### config.mk
export PLATFORM = sky130hd
export DESIGN_NAME = serial_os_rx
export DESIGN_NICKNAME = d
export VERILOG_FILES = /design/src/rtl/serial_os_rx_pkg.sv /design/src/rtl/rx_sync2.sv /design/src/rtl/rx_edge_qual.sv /design/src/rtl/rx_vote.sv /design/src/rtl/rx_ctrl.sv /design/src/rtl/serial_os_rx.sv
export SDC_FILE = /design/constraint.sdc
export NUM_CORES = 1
export LEC_CHECK = 0
export ABC_AREA = 1
export BUFFER_PORTS_ARGS = -buffer_cell sky130_fd_sc_hd__buf_2
export CORE_ASPECT_RATIO = 1.1
export CORE_UTILIZATION = 59
export DETAILED_ROUTE_END_ITERATION = 6
export GPL_ROUTABILITY_DRIVEN = 0
export PLACE_DENSITY_LB_ADDON = 0.08
export SYNTH_ARGS = -nofsm -noshare
export SYNTH_HDL_FRONTEND = slang
export SYNTH_HIERARCHICAL = 1
export SYNTH_SLANG_ARGS = --single-unit
### constraint.sdc
create_clock -name clk_i -period 1.9 [get_ports clk_i]
set_input_delay 0.38 -clock clk_i [delete_from_list [all_inputs] [get_ports clk_i]]
set_output_delay 0.38 -clock clk_i [all_outputs]
set_load 0.01 [all_outputs]
### src/rtl/serial_os_rx_pkg.sv
package serial_os_rx_pkg;

  typedef enum logic [1:0] {
    RX_IDLE  = 2'd0,
    RX_START = 2'd1,
    RX_DATA  = 2'd2,
    RX_STOP  = 2'd3
  } rx_state_e;

  // sample numbers that carry the central vote of every bit
  localparam int unsigned VOTE_A = 8;
  localparam int unsigned VOTE_B = 9;
  localparam int unsigned VOTE_C = 10;

  // early start-bit samples that must already read low
  localparam int unsigned EARLY_A = 3;
  localparam int unsigned EARLY_B = 5;
  localparam int unsigned EARLY_C = 7;

endpackage

### src/rtl/rx_sync2.sv
module rx_sync2 #(
  parameter int unsigned STAGES  = 2,
  parameter logic        RST_VAL = 1'b1
) (
  input  logic clk_i,
  input  logic rst_ni,
  input  logic d_i,
  output logic q_o
);

  logic [STAGES-1:0] chain_q;
  logic [STAGES-1:0] chain_d;

  always_comb begin
    chain_d = {chain_q[STAGES-2:0], d_i};
  end

  always_ff @(posedge clk_i or negedge rst_ni) begin
    if (!rst_ni) begin
      chain_q <= {STAGES{RST_VAL}};
    end else begin
      chain_q <= chain_d;
    end
  end

  assign q_o = chain_q[STAGES-1];

endmodule

### src/rtl/rx_edge_qual.sv
module rx_edge_qual #(
  parameter int unsigned HIST = 3
) (
  input  logic clk_i,
  input  logic rst_ni,
  input  logic tick_i,
  input  logic smp_i,
  output logic start_ok_o
);

  logic [HIST-1:0] hist_q;
  logic [HIST-1:0] hist_d;

  // history of the last HIST tick samples, updated on every tick
  always_comb begin
    hist_d = hist_q;
    if (tick_i) begin
      hist_d = {hist_q[HIST-2:0], smp_i};
    end
  end

  always_ff @(posedge clk_i or negedge rst_ni) begin
    if (!rst_ni) begin
      hist_q <= '0;
    end else begin
      hist_q <= hist_d;
    end
  end

  assign start_ok_o = tick_i & ~smp_i & (&hist_q);

endmodule

### src/rtl/rx_vote.sv
module rx_vote
  import serial_os_rx_pkg::*;
#(
  parameter int unsigned POS_W = 5
) (
  input  logic             clk_i,
  input  logic             rst_ni,
  input  logic             tick_i,
  input  logic             smp_i,
  input  logic [POS_W-1:0] pos_i,
  output logic             vote_o,
  output logic             disagree_o,
  output logic             any_high_o,
  output logic             early_high_o
);

  localparam logic [POS_W-1:0] P_FIRST = POS_W'(1);
  localparam logic [POS_W-1:0] P_VA    = POS_W'(VOTE_A);
  localparam logic [POS_W-1:0] P_VB    = POS_W'(VOTE_B);
  localparam logic [POS_W-1:0] P_EA    = POS_W'(EARLY_A);
  localparam logic [POS_W-1:0] P_EB    = POS_W'(EARLY_B);
  localparam logic [POS_W-1:0] P_EC    = POS_W'(EARLY_C);

  logic va_q, va_d;
  logic vb_q, vb_d;
  logic early_q, early_d;
  logic is_early;

  assign is_early = (pos_i == P_EA) || (pos_i == P_EB) || (pos_i == P_EC);

  always_comb begin
    va_d    = va_q;
    vb_d    = vb_q;
    early_d = early_q;
    if (tick_i) begin
      if (pos_i == P_VA) begin
        va_d = smp_i;
      end
      if (pos_i == P_VB) begin
        vb_d = smp_i;
      end
      if (pos_i == P_FIRST) begin
        early_d = 1'b0;
      end else if (is_early) begin
        early_d = early_q | smp_i;
      end
    end
  end

  always_ff @(posedge clk_i or negedge rst_ni) begin
    if (!rst_ni) begin
      va_q    <= 1'b0;
      vb_q    <= 1'b0;
      early_q <= 1'b0;
    end else begin
      va_q    <= va_d;
      vb_q    <= vb_d;
      early_q <= early_d;
    end
  end

  // the third vote sample is the live one, valid at the last vote position
  assign vote_o       = (va_q & vb_q) | (va_q & smp_i) | (vb_q & smp_i);
  assign disagree_o   = !((va_q == vb_q) && (vb_q == smp_i));
  assign any_high_o   = va_q | vb_q | smp_i;
  assign early_high_o = early_q;

endmodule

### src/rtl/rx_ctrl.sv
module rx_ctrl
  import serial_os_rx_pkg::*;
#(
  parameter int unsigned OSR       = 16,
  parameter int unsigned DATA_BITS = 8,
  parameter int unsigned POS_W     = 5,
  parameter int unsigned BIT_W     = 3
) (
  input  logic                 clk_i,
  input  logic                 rst_ni,
  input  logic                 tick_i,
  input  logic                 start_ok_i,
  input  logic                 vote_i,
  input  logic                 disagree_i,
  input  logic                 any_high_i,
  input  logic                 early_high_i,
  output logic [POS_W-1:0]     pos_o,
  output logic [DATA_BITS-1:0] data_o,
  output logic                 valid_o,
  output logic                 noise_o,
  output logic                 frm_err_o
);

  localparam logic [POS_W-1:0] P_ONE  = POS_W'(1);
  localparam logic [POS_W-1:0] P_TWO  = POS_W'(2);
  localparam logic [POS_W-1:0] P_LAST = POS_W'(OSR);
  localparam logic [POS_W-1:0] P_VC   = POS_W'(VOTE_C);
  localparam logic [BIT_W-1:0] B_LAST = BIT_W'(DATA_BITS - 1);

  rx_state_e            st_q, st_d;
  logic [POS_W-1:0]     cnt_q, cnt_d;
  logic [BIT_W-1:0]     bit_q, bit_d;
  logic [DATA_BITS-1:0] shreg_q, shreg_d;
  logic                 nacc_q, nacc_d;
  logic [DATA_BITS-1:0] data_q, data_d;
  logic                 valid_q, valid_d;
  logic                 noise_q, noise_d;
  logic                 ferr_q, ferr_d;

  // next-state logic, enabled by the sample tick
  always_comb begin
    st_d    = st_q;
    cnt_d   = cnt_q;
    bit_d   = bit_q;
    shreg_d = shreg_q;
    nacc_d  = nacc_q;
    data_d  = data_q;
    valid_d = 1'b0;
    noise_d = noise_q;
    ferr_d  = ferr_q;
    if (tick_i) begin
      if (st_q == RX_IDLE) begin
        if (start_ok_i) begin
          st_d    = RX_START;
          cnt_d   = P_TWO;
          bit_d   = '0;
          nacc_d  = 1'b0;
          noise_d = 1'b0;
          ferr_d  = 1'b0;
        end
      end else begin
        cnt_d = (cnt_q == P_LAST) ? P_ONE : cnt_q + P_ONE;
        case (st_q)
          RX_START: begin
            if (cnt_q == P_VC) begin
              if (vote_i) begin
                st_d = RX_IDLE;
              end else begin
                nacc_d = early_high_i | any_high_i;
              end
            end else if (cnt_q == P_LAST) begin
              st_d = RX_DATA;
            end
          end
          RX_DATA: begin
            if (cnt_q == P_VC) begin
              shreg_d = (shreg_q >> 1) | (DATA_BITS'(vote_i) << (DATA_BITS - 1));
              nacc_d  = nacc_q | disagree_i;
            end else if (cnt_q == P_LAST) begin
              if (bit_q == B_LAST) begin
                st_d = RX_STOP;
              end else begin
                bit_d = bit_q + BIT_W'(1);
              end
            end
          end
          RX_STOP: begin
            if (cnt_q == P_VC) begin
              data_d  = shreg_q;
              valid_d = 1'b1;
              noise_d = nacc_q | disagree_i;
              ferr_d  = ~vote_i;
              st_d    = RX_IDLE;
            end
          end
          default: begin
            st_d = RX_IDLE;
          end
        endcase
      end
    end
  end

  always_ff @(posedge clk_i or negedge rst_ni) begin
    if (!rst_ni) begin
      st_q    <= RX_IDLE;
      cnt_q   <= P_ONE;
      bit_q   <= '0;
      shreg_q <= '0;
      nacc_q  <= 1'b0;
      data_q  <= '0;
      valid_q <= 1'b0;
      noise_q <= 1'b0;
      ferr_q  <= 1'b0;
    end else begin
      st_q    <= st_d;
      cnt_q   <= cnt_d;
      bit_q   <= bit_d;
      shreg_q <= shreg_d;
      nacc_q  <= nacc_d;
      data_q  <= data_d;
      valid_q <= valid_d;
      noise_q <= noise_d;
      ferr_q  <= ferr_d;
    end
  end

  // in idle the sample being taken would be number 1 of a start bit
  assign pos_o     = (st_q == RX_IDLE) ? P_ONE : cnt_q;
  assign data_o    = data_q;
  assign valid_o   = valid_q;
  assign noise_o   = noise_q;
  assign frm_err_o = ferr_q;

endmodule

### src/rtl/serial_os_rx.sv
module serial_os_rx #(
  parameter int unsigned OSR         = 16,
  parameter int unsigned DATA_BITS   = 8,
  parameter int unsigned SYNC_STAGES = 2,
  parameter int unsigned HIST_LEN    = 3
) (
  input  logic                 clk_i,
  input  logic                 rst_ni,
  input  logic                 tick_i,
  input  logic                 rxd_i,
  output logic [DATA_BITS-1:0] data_o,
  output logic                 valid_o,
  output logic                 noise_o,
  output logic                 frm_err_o
);

  localparam int unsigned POS_W = $clog2(OSR + 1);
  localparam int unsigned BIT_W = (DATA_BITS > 1) ? $clog2(DATA_BITS) : 1;

  logic             line_s;
  logic             start_ok;
  logic [POS_W-1:0] pos;
  logic             vote;
  logic             disagree;
  logic             any_high;
  logic             early_high;

  rx_sync2 #(
    .STAGES (SYNC_STAGES),
    .RST_VAL(1'b1)
  ) u_sync (
    .clk_i (clk_i),
    .rst_ni(rst_ni),
    .d_i   (rxd_i),
    .q_o   (line_s)
  );

  rx_edge_qual #(
    .HIST(HIST_LEN)
  ) u_edge (
    .clk_i     (clk_i),
    .rst_ni    (rst_ni),
    .tick_i    (tick_i),
    .smp_i     (line_s),
    .start_ok_o(start_ok)
  );

  rx_vote #(
    .POS_W(POS_W)
  ) u_vote (
    .clk_i       (clk_i),
    .rst_ni      (rst_ni),
    .tick_i      (tick_i),
    .smp_i       (line_s),
    .pos_i       (pos),
    .vote_o      (vote),
    .disagree_o  (disagree),
    .any_high_o  (any_high),
    .early_high_o(early_high)
  );

  rx_ctrl #(
    .OSR      (OSR),
    .DATA_BITS(DATA_BITS),
    .POS_W    (POS_W),
    .BIT_W    (BIT_W)
  ) u_ctrl (
    .clk_i       (clk_i),
    .rst_ni      (rst_ni),
    .tick_i      (tick_i),
    .start_ok_i  (start_ok),
    .vote_i      (vote),
    .disagree_i  (disagree),
    .any_high_i  (any_high),
    .early_high_i(early_high),
    .pos_o       (pos),
    .data_o      (data_o),
    .valid_o     (valid_o),
    .noise_o     (noise_o),
    .frm_err_o   (frm_err_o)
  );

endmodule

==> Word-level counts from Yosys, hierarchy flattened <==
Cells that the tools add are included.
{ "classes": {"n_addsub": 2, "mul": 0, "n_div": 0, "n_lt_le_gt_ge": 0, "n_eq_ne": 26, "shift": 0, "mux": 37, "bitwise_logic": 16, "n_reduce_logical": 22} }
{ "ops": {"columns": ["operator", "n"], "rows": [
  ["$mux W5", 4],
  ["$mux W2", 9],
  ["$mux W3", 6],
  ["$mux W1", 16],
  ["$eq A5 B4 Y1 const B", 3],
  ["$ne A3 B1 Y1 const B", 5],
  ["$reduce_and A4 Y1", 3],
  ["$reduce_and A6 Y1", 2],
  ["$eq A5 B3 Y1 const B", 2],
  ["$reduce_bool A2 Y1", 5],
  ["$or A7 B8 Y8", 1],
  ["$reduce_and A2 Y1", 4],
  ["$reduce_and A8 Y1", 1],
  ["$or A1 B1 Y1", 7],
  ["$pmux W2 S3", 1],
  ["$add A5 B1 Y5 const B", 1],
  ["$and A1 B1 Y1", 5],
  ["$eq A5 B1 Y1 const B", 1],
  ["$eq A5 B2 Y1 const B", 1],
  ["$eq A5 B5 Y1 const B", 1],
  ["$eq A2 B2 Y1 const B", 2],
  ["$ne A2 B1 Y1 const B", 2],
  ["$ne A4 B1 Y1 const B", 1],
  ["$ne A4 B2 Y1 const B", 1],
  ["other kinds (15)", 19]
]} }
{ "totals": {"regBits": 38, "latch_bits": 0, "ramBits": 0, "mem_bits_ro": 0, "word_cells": 117, "memories": 0} }

==> Depth between registers and ports, before layout <==
{ "logic_depth": {"depth_word": 7, "depth_mapped": 11} }

==> By module <==
Netlist, hierarchy kept.
{ "modules_own_cells": {"columns": ["mod", "instances", "cells_per_inst", "area_per_inst_um2"], "rows": [
  ["rx_ctrl", 1, 190, 1640.3],
  ["rx_vote", 1, 40, 269.0],
  ["rx_edge_qual", 1, 16, 128.9],
  ["rx_sync2", 1, 2, 52.6]
]} }

==> Worst setup path after synthesis <==
No wires, ideal clock.
{ "synth_path": {"path_kind": "register -> register", "startpoint": "reg u_sync.chain_q[1]", "endpoint": "reg u_ctrl.nacc_q", "setup_ps": 117, "t_arrival_ps": 1421, "t_required_ps": 1783, "setup_slack_ps": 362, "path_stages_with_launch": 7, "path_buffers": 0, "period_less_slack_ps": 1538, "cell_sequence": "dfstp_2 -> ha_1 -> or2_2 -> o21ai_0 -> o21ai_0 -> nand4_1 -> nand2_1"} }
{ "synth_via": {"elab_chain_cells": 7, "word_cells_on_any_way": 21, "classes_between": "eq/ne: 3; mux: 5; bitwise: 10; reduce/logical: 3"} }
{ "synth_lines": {"columns": ["element", "line", "source"], "rows": [
  ["start: declaration", "rx_sync2.sv:11", "logic [STAGES-1:0] chain_q;"],
  ["start signal: assignment", "rx_sync2.sv:20", "chain_q <= {STAGES{RST_VAL}};"],
  ["start signal: assignment", "rx_sync2.sv:22", "chain_q <= chain_d;"],
  ["$eq A1 B1 Y1", "rx_vote.sv:64", "assign disagree_o = !((va_q == vb_q) && (vb_q == smp_i));"],
  ["$logic_and A1 B1 Y1", "rx_vote.sv:64", null],
  ["$logic_not A1 Y1", "rx_vote.sv:64", null],
  ["via disagree", "serial_os_rx.sv:24", "logic disagree;"],
  ["$or A1 B1 Y1", "rx_ctrl.sv:78", "nacc_d = nacc_q | disagree_i;"],
  ["$mux W1", "rx_ctrl.sv:76", "if (cnt_q == P_VC) begin"],
  ["$pmux W1 S2", "rx_ctrl.sv:63", "case (st_q)"],
  ["$mux W1", "rx_ctrl.sv:52", "if (st_q == RX_IDLE) begin"],
  ["end signal: assignment", "rx_ctrl.sv:120", "nacc_q <= nacc_d;"],
  ["end: declaration", "rx_ctrl.sv:34", "logic nacc_q, nacc_d;"]
]} }
The timed path passes the listed nets, and every way through them passes these cells. The select of a mux whose other input is x is not followed.
A chain may end at the register's enable or synchronous reset.

==> Worst setup path in the final report <==
{ "layout_path": {"startpoint": "reg u_ctrl.cnt_q[0]", "endpoint": "reg u_ctrl.st_q[0]"} }
{ "layout_via": {"elab_chain_cells": 4, "word_cells_on_any_way": 11, "classes_between": "eq/ne: 7; mux: 3; reduce/logical: 1"} }
{ "layout_lines": {"columns": ["element", "line", "source"], "rows": [
  ["start: declaration", "rx_ctrl.sv:31", "logic [POS_W-1:0] cnt_q, cnt_d;"],
  ["start signal: assignment", "rx_ctrl.sv:117", "cnt_q <= cnt_d;"],
  ["$eq A5 B4 Y1", "rx_ctrl.sv:65, rx_ctrl.sv:76, rx_ctrl.sv:88", null],
  ["$mux W2", "rx_ctrl.sv:65", "if (cnt_q == P_VC) begin"],
  ["$pmux W2 S3", "rx_ctrl.sv:63", null],
  ["$mux W2", "rx_ctrl.sv:52", null],
  ["end signal: assignment", "rx_ctrl.sv:116", "st_q <= st_d;"],
  ["end: declaration", "rx_ctrl.sv:30", "rx_state_e st_q, st_d;"]
]} }
Parallel ways exist; a longest one is shown, timed or not.

==> impl_metrics.env <==
export IMPL_status="finished, final reports clean"
export IMPL_holdWs_ns=0.133
export IMPL_hold_path_startpoint="rxd_i"
export IMPL_layout_drive_gt1_share_pct=21.4
export IMPL_placedCellCount=310
export IMPL_power_switching_fraction_pct=37.3
export IMPL_comb_power_share_pct=37.2
export IMPL_synth_area_um2=2090
export IMPL_finalSetupViolations=0
export IMPL_endpoint_kind="flop"
export IMPL_num_antenna_cells=0
export IMPL_cts_max_level=2
export IMPL_max_freq_mhz=592
export IMPL_fin_nets=286
export IMPL_grt_start_max_net_pins=17
export IMPL_cell_internal_pwr_uw=1780
export IMPL_postRouteWirelength_um=3590
export IMPL_path_clk_slew_ns=0.12
export IMPL_fin_skew_ns=0.00975
export IMPL_worst_skew_pair_late_latency_ns=0.34
export IMPL_synth_most_common_cell="sky130_fd_sc_hd__nand2_1"
export IMPL_timing_critical_path_max_delay_family="simple AND/OR/NAND/NOR gates"
export IMPL_static_leakage_power_uw=0.00118
export IMPL_setup_repair_after_global_routing_missed_its_margin="no"
export IMPL_cap_viol_max_count=0
export IMPL_post_layout_nonfiller_instances=319
export IMPL_setup_tns_final_ns=0
export IMPL_timing_rr_start="u_ctrl/cnt_q[0]"
export IMPL_synthToLayoutAreaGrowth_pct=11.4
export IMPL_syn_num_nets=264
export IMPL_worst_pin_slew_ns=0.337
export IMPL_synth_top_area_share_pct=41.9
export IMPL_routed_via_count=1578
export IMPL_synth_seq_cells=38
export IMPL_cts_made_buffers=5
export IMPL_synthesis_area_per_instance_um2=8.43
export IMPL_worst_path_max_delay_cell="sky130_fd_sc_hd__dfstp_2"
export IMPL_port_buffers=14
export IMPL_worstPathCellList="inv_1, ha_1, nand2_1, inv_1, nand2_2, nor3_1, nor2_1, nand2_1, nand2_1, nand2_1"
export IMPL_cp_data_arrival_time_ns=1.93
export IMPL_post_cts_buffers=0
export IMPL_timing_slew_headroom_pct=77.3
export IMPL_num_rows=22
export IMPL_area_used_by_multi_input_combinational_logic_um2=940
export IMPL_cellPowerDensity_nw_per_um2=1220
export IMPL_drt_drc_violations_left=0
export IMPL_worst_path_most_repeated_cell="sky130_fd_sc_hd__nand2_1"
export IMPL_crit_required_ns=2.15
export IMPL_largest_cells_by_area_after_synthesis="sky130_fd_sc_hd__dfrtp_1 42%, sky130_fd_sc_hd__nand2_1 11%, sky130_fd_sc_hd__ha_1 7.2%"
export IMPL_die_height_um=64.4
export IMPL_netlist_top_cells_count="64 x sky130_fd_sc_hd__nand2_1, 35 x sky130_fd_sc_hd__dfrtp_1, 35 x sky130_fd_sc_hd__inv_1"
export IMPL_yosysSeqAreaShare_pct=45.7
export IMPL_fp_coreArea_um2=3360
export IMPL_route_antenna_remaining_nets=0
export IMPL_clock_sinks=38
export IMPL_slowest_delay_ns=0.56
export IMPL_worst_path_class_setup="reg2reg"
export IMPL_grt_antenna_before_repair=0
export IMPL_synth_cells=248
export IMPL_grt_first_pass_wirelength_um=6350
export IMPL_post_synth_top_area_cell="sky130_fd_sc_hd__dfrtp_1"
export IMPL_floorplan_initialDensity_pct=62.3
export IMPL_clkPwrFrac_pct=25.0
export IMPL_synth_enable_flop_cells=0
export IMPL_final_seq_area_um2=955
export IMPL_die_area_um2=3790
export IMPL_mean_number_of_vias_per_cell=4.95
export IMPL_synth_async_sr_flop_share_pct=100
export IMPL_first_global_vias=1440
export IMPL_timing_critical_path_buf_inv=2
export IMPL_setup_worst_path_start="u_ctrl/cnt_q[0]"
export IMPL_pwr_share_seq_pct=37.8
export IMPL_critPathMaxFanout=8
export IMPL_clock_tree_buffer_depth=2
export IMPL_timing_critical_path_from_type="flop"
export IMPL_net_switching_power_uw=1060
export IMPL_ctsRootBufferMaster="sky130_fd_sc_hd__clkbuf_4"
export IMPL_synth_cell_types=28
export IMPL_yosysWarningCount=6
export IMPL_drt_pre_antenna_iters=5
export IMPL_routedWlPerCell_um=11.2
export IMPL_synth_ff_type="sky130_fd_sc_hd__dfrtp_1"
export IMPL_dp_final_hpwl_um=2750
export IMPL_min_period_over_period_pct=88.9
export IMPL_tritoncts_clock_tree="yes"
export IMPL_min_period_ns=1.69
export IMPL_x_dimension_of_the_die_um=58.8
export IMPL_drt_initial_drc_count=88
export IMPL_report_power_total_uw=2840
export IMPL_floorplan_io_pins=15
export IMPL_hold_violations=0
export IMPL_ir_worst_vdd_mv=0.696
export IMPL_grt_util_all_layers_pct=22.3
export IMPL_num_fill_cells=286
export IMPL_hold_path_class="in2reg"
export IMPL_maxSlewViolCount=0
export IMPL_overflow=0
==> final cells by class <==
class | instances | area share, %
Multi-Input combinational cell | 167 | 40.3
Clock buffer | 6 | 2.20
Inverter | 39 | 6.61
Sequential cell | 38 | 41.0
Timing Repair Buffer | 19 | 4.73
Clock inverter | 2 | 2.58
Tap cell | 48 | 2.58
==> metrics by stage <==
step / setup slack [ns] / util (%) / area, um^2
3_5_place_dp: 0.102 / 65.7 / 2210
4_1_cts: 0.0555 / 69.3 / 2330
5_1_grt: 0.0465 / 69.4 / 2330
6_report: 0.211 / 69.4 / 2330
3_3_place_gp: 0.159 / 65.7 / 2210
2_1_floorplan: 0.362 / - / 2090
==> cell usage in the layout, fill, tap and decap left out, drive strengths merged <==
cell type and instances:
a21oi 7, buf 18, bufinv 2, clkbuf 6, dfrtp 35, dfstp 3, dlygate4sd3 1, ha 12
inv 39, nand2 68, nand3 13, nand3b 1, nand4 1, nor2 25, nor3 6, o21ai 30
o21bai 1, or2 3
==> sequential cells by signal, summed over array words and instances, names as in the netlist <==
signal               count
u_sync/chain_q           2
u_ctrl/nacc_q            1
u_ctrl/valid_o           1
u_ctrl/shreg_q           8
u_ctrl/bit_q             3
u_vote/early_high_o      1
u_ctrl/data_o            8
u_vote/vb_q              1
u_ctrl/cnt_q             5
u_edge/hist_q            3
u_ctrl/noise_o           1
u_ctrl/frm_err_o         1
u_ctrl/st_q              2
u_vote/va_q              1
==> power groups by stage <==
stage	Combinational (uW)	Clock, uW	Sequential [uW]
finish	1060	709	1070
global route	1220	768	1090
CTS	1060	731	1070
detailed placement	1050	0	1090
global placement	1040	0	1080
floorplan	866	0	1070
==> cell families (layout without fill, tap and decap cells) <==
kind of cell	count (synthesis)	in the layout	share of synthesized area, %
AOI/OAI and AO/OA	38	38	12.1
adders and majority gates	12	12	7.18
buffers and inverters	43	66	9.52
DFF	38	38	45.7
and+or+nand+nor	117	117	25.6
==> worst reg2reg max path, stage by stage, from the launching register on <==
cell and delay [ns]:
sky130_fd_sc_hd__dfstp_2 0.56, sky130_fd_sc_hd__inv_1 0.10, sky130_fd_sc_hd__ha_1 0.22, sky130_fd_sc_hd__nand2_1 0.07, sky130_fd_sc_hd__inv_1 0.04, sky130_fd_sc_hd__nand2_2 0.15
sky130_fd_sc_hd__nor3_1 0.08, sky130_fd_sc_hd__nor2_1 0.19, sky130_fd_sc_hd__nand2_1 0.10, sky130_fd_sc_hd__nand2_1 0.07, sky130_fd_sc_hd__nand2_1 0.04
==> final timing paths <==
path	cells past startpoint	end	slack [ns]
worst max-delay path	10	u_ctrl/st_q[0]	0.21
worst min-delay path	1	u_sync/chain_q[0]	0.13
worst max register to register	10	u_ctrl/st_q[0]	0.21
worst min register to register	0	u_sync/chain_q[1]	0.36
max in group asynchronous	3	u_ctrl/cnt_q[0]	0.85
min in group asynchronous	2	u_vote/va_q	0.47
==> metal layers <==
| metal | routed length, um | GRT usage (%) |
|---|---|---|
| met1 | 1750 | 30.5 |
| met2 | 1640 | 34.4 |
| met3 | 147 | 3.99 |
| met4 | 49 | 9.82 |
| met5 | 0 | 0 |
==> timing repair <==
action                                  in CTS  in global routing
gates resized for setup                      0                  1
endpoints found under the hold margin       12                  0
hold buffers                                 1                  0
endpoints found under the setup margin       0                  9
No activity file was read; power rests on OpenSTA's default activity.
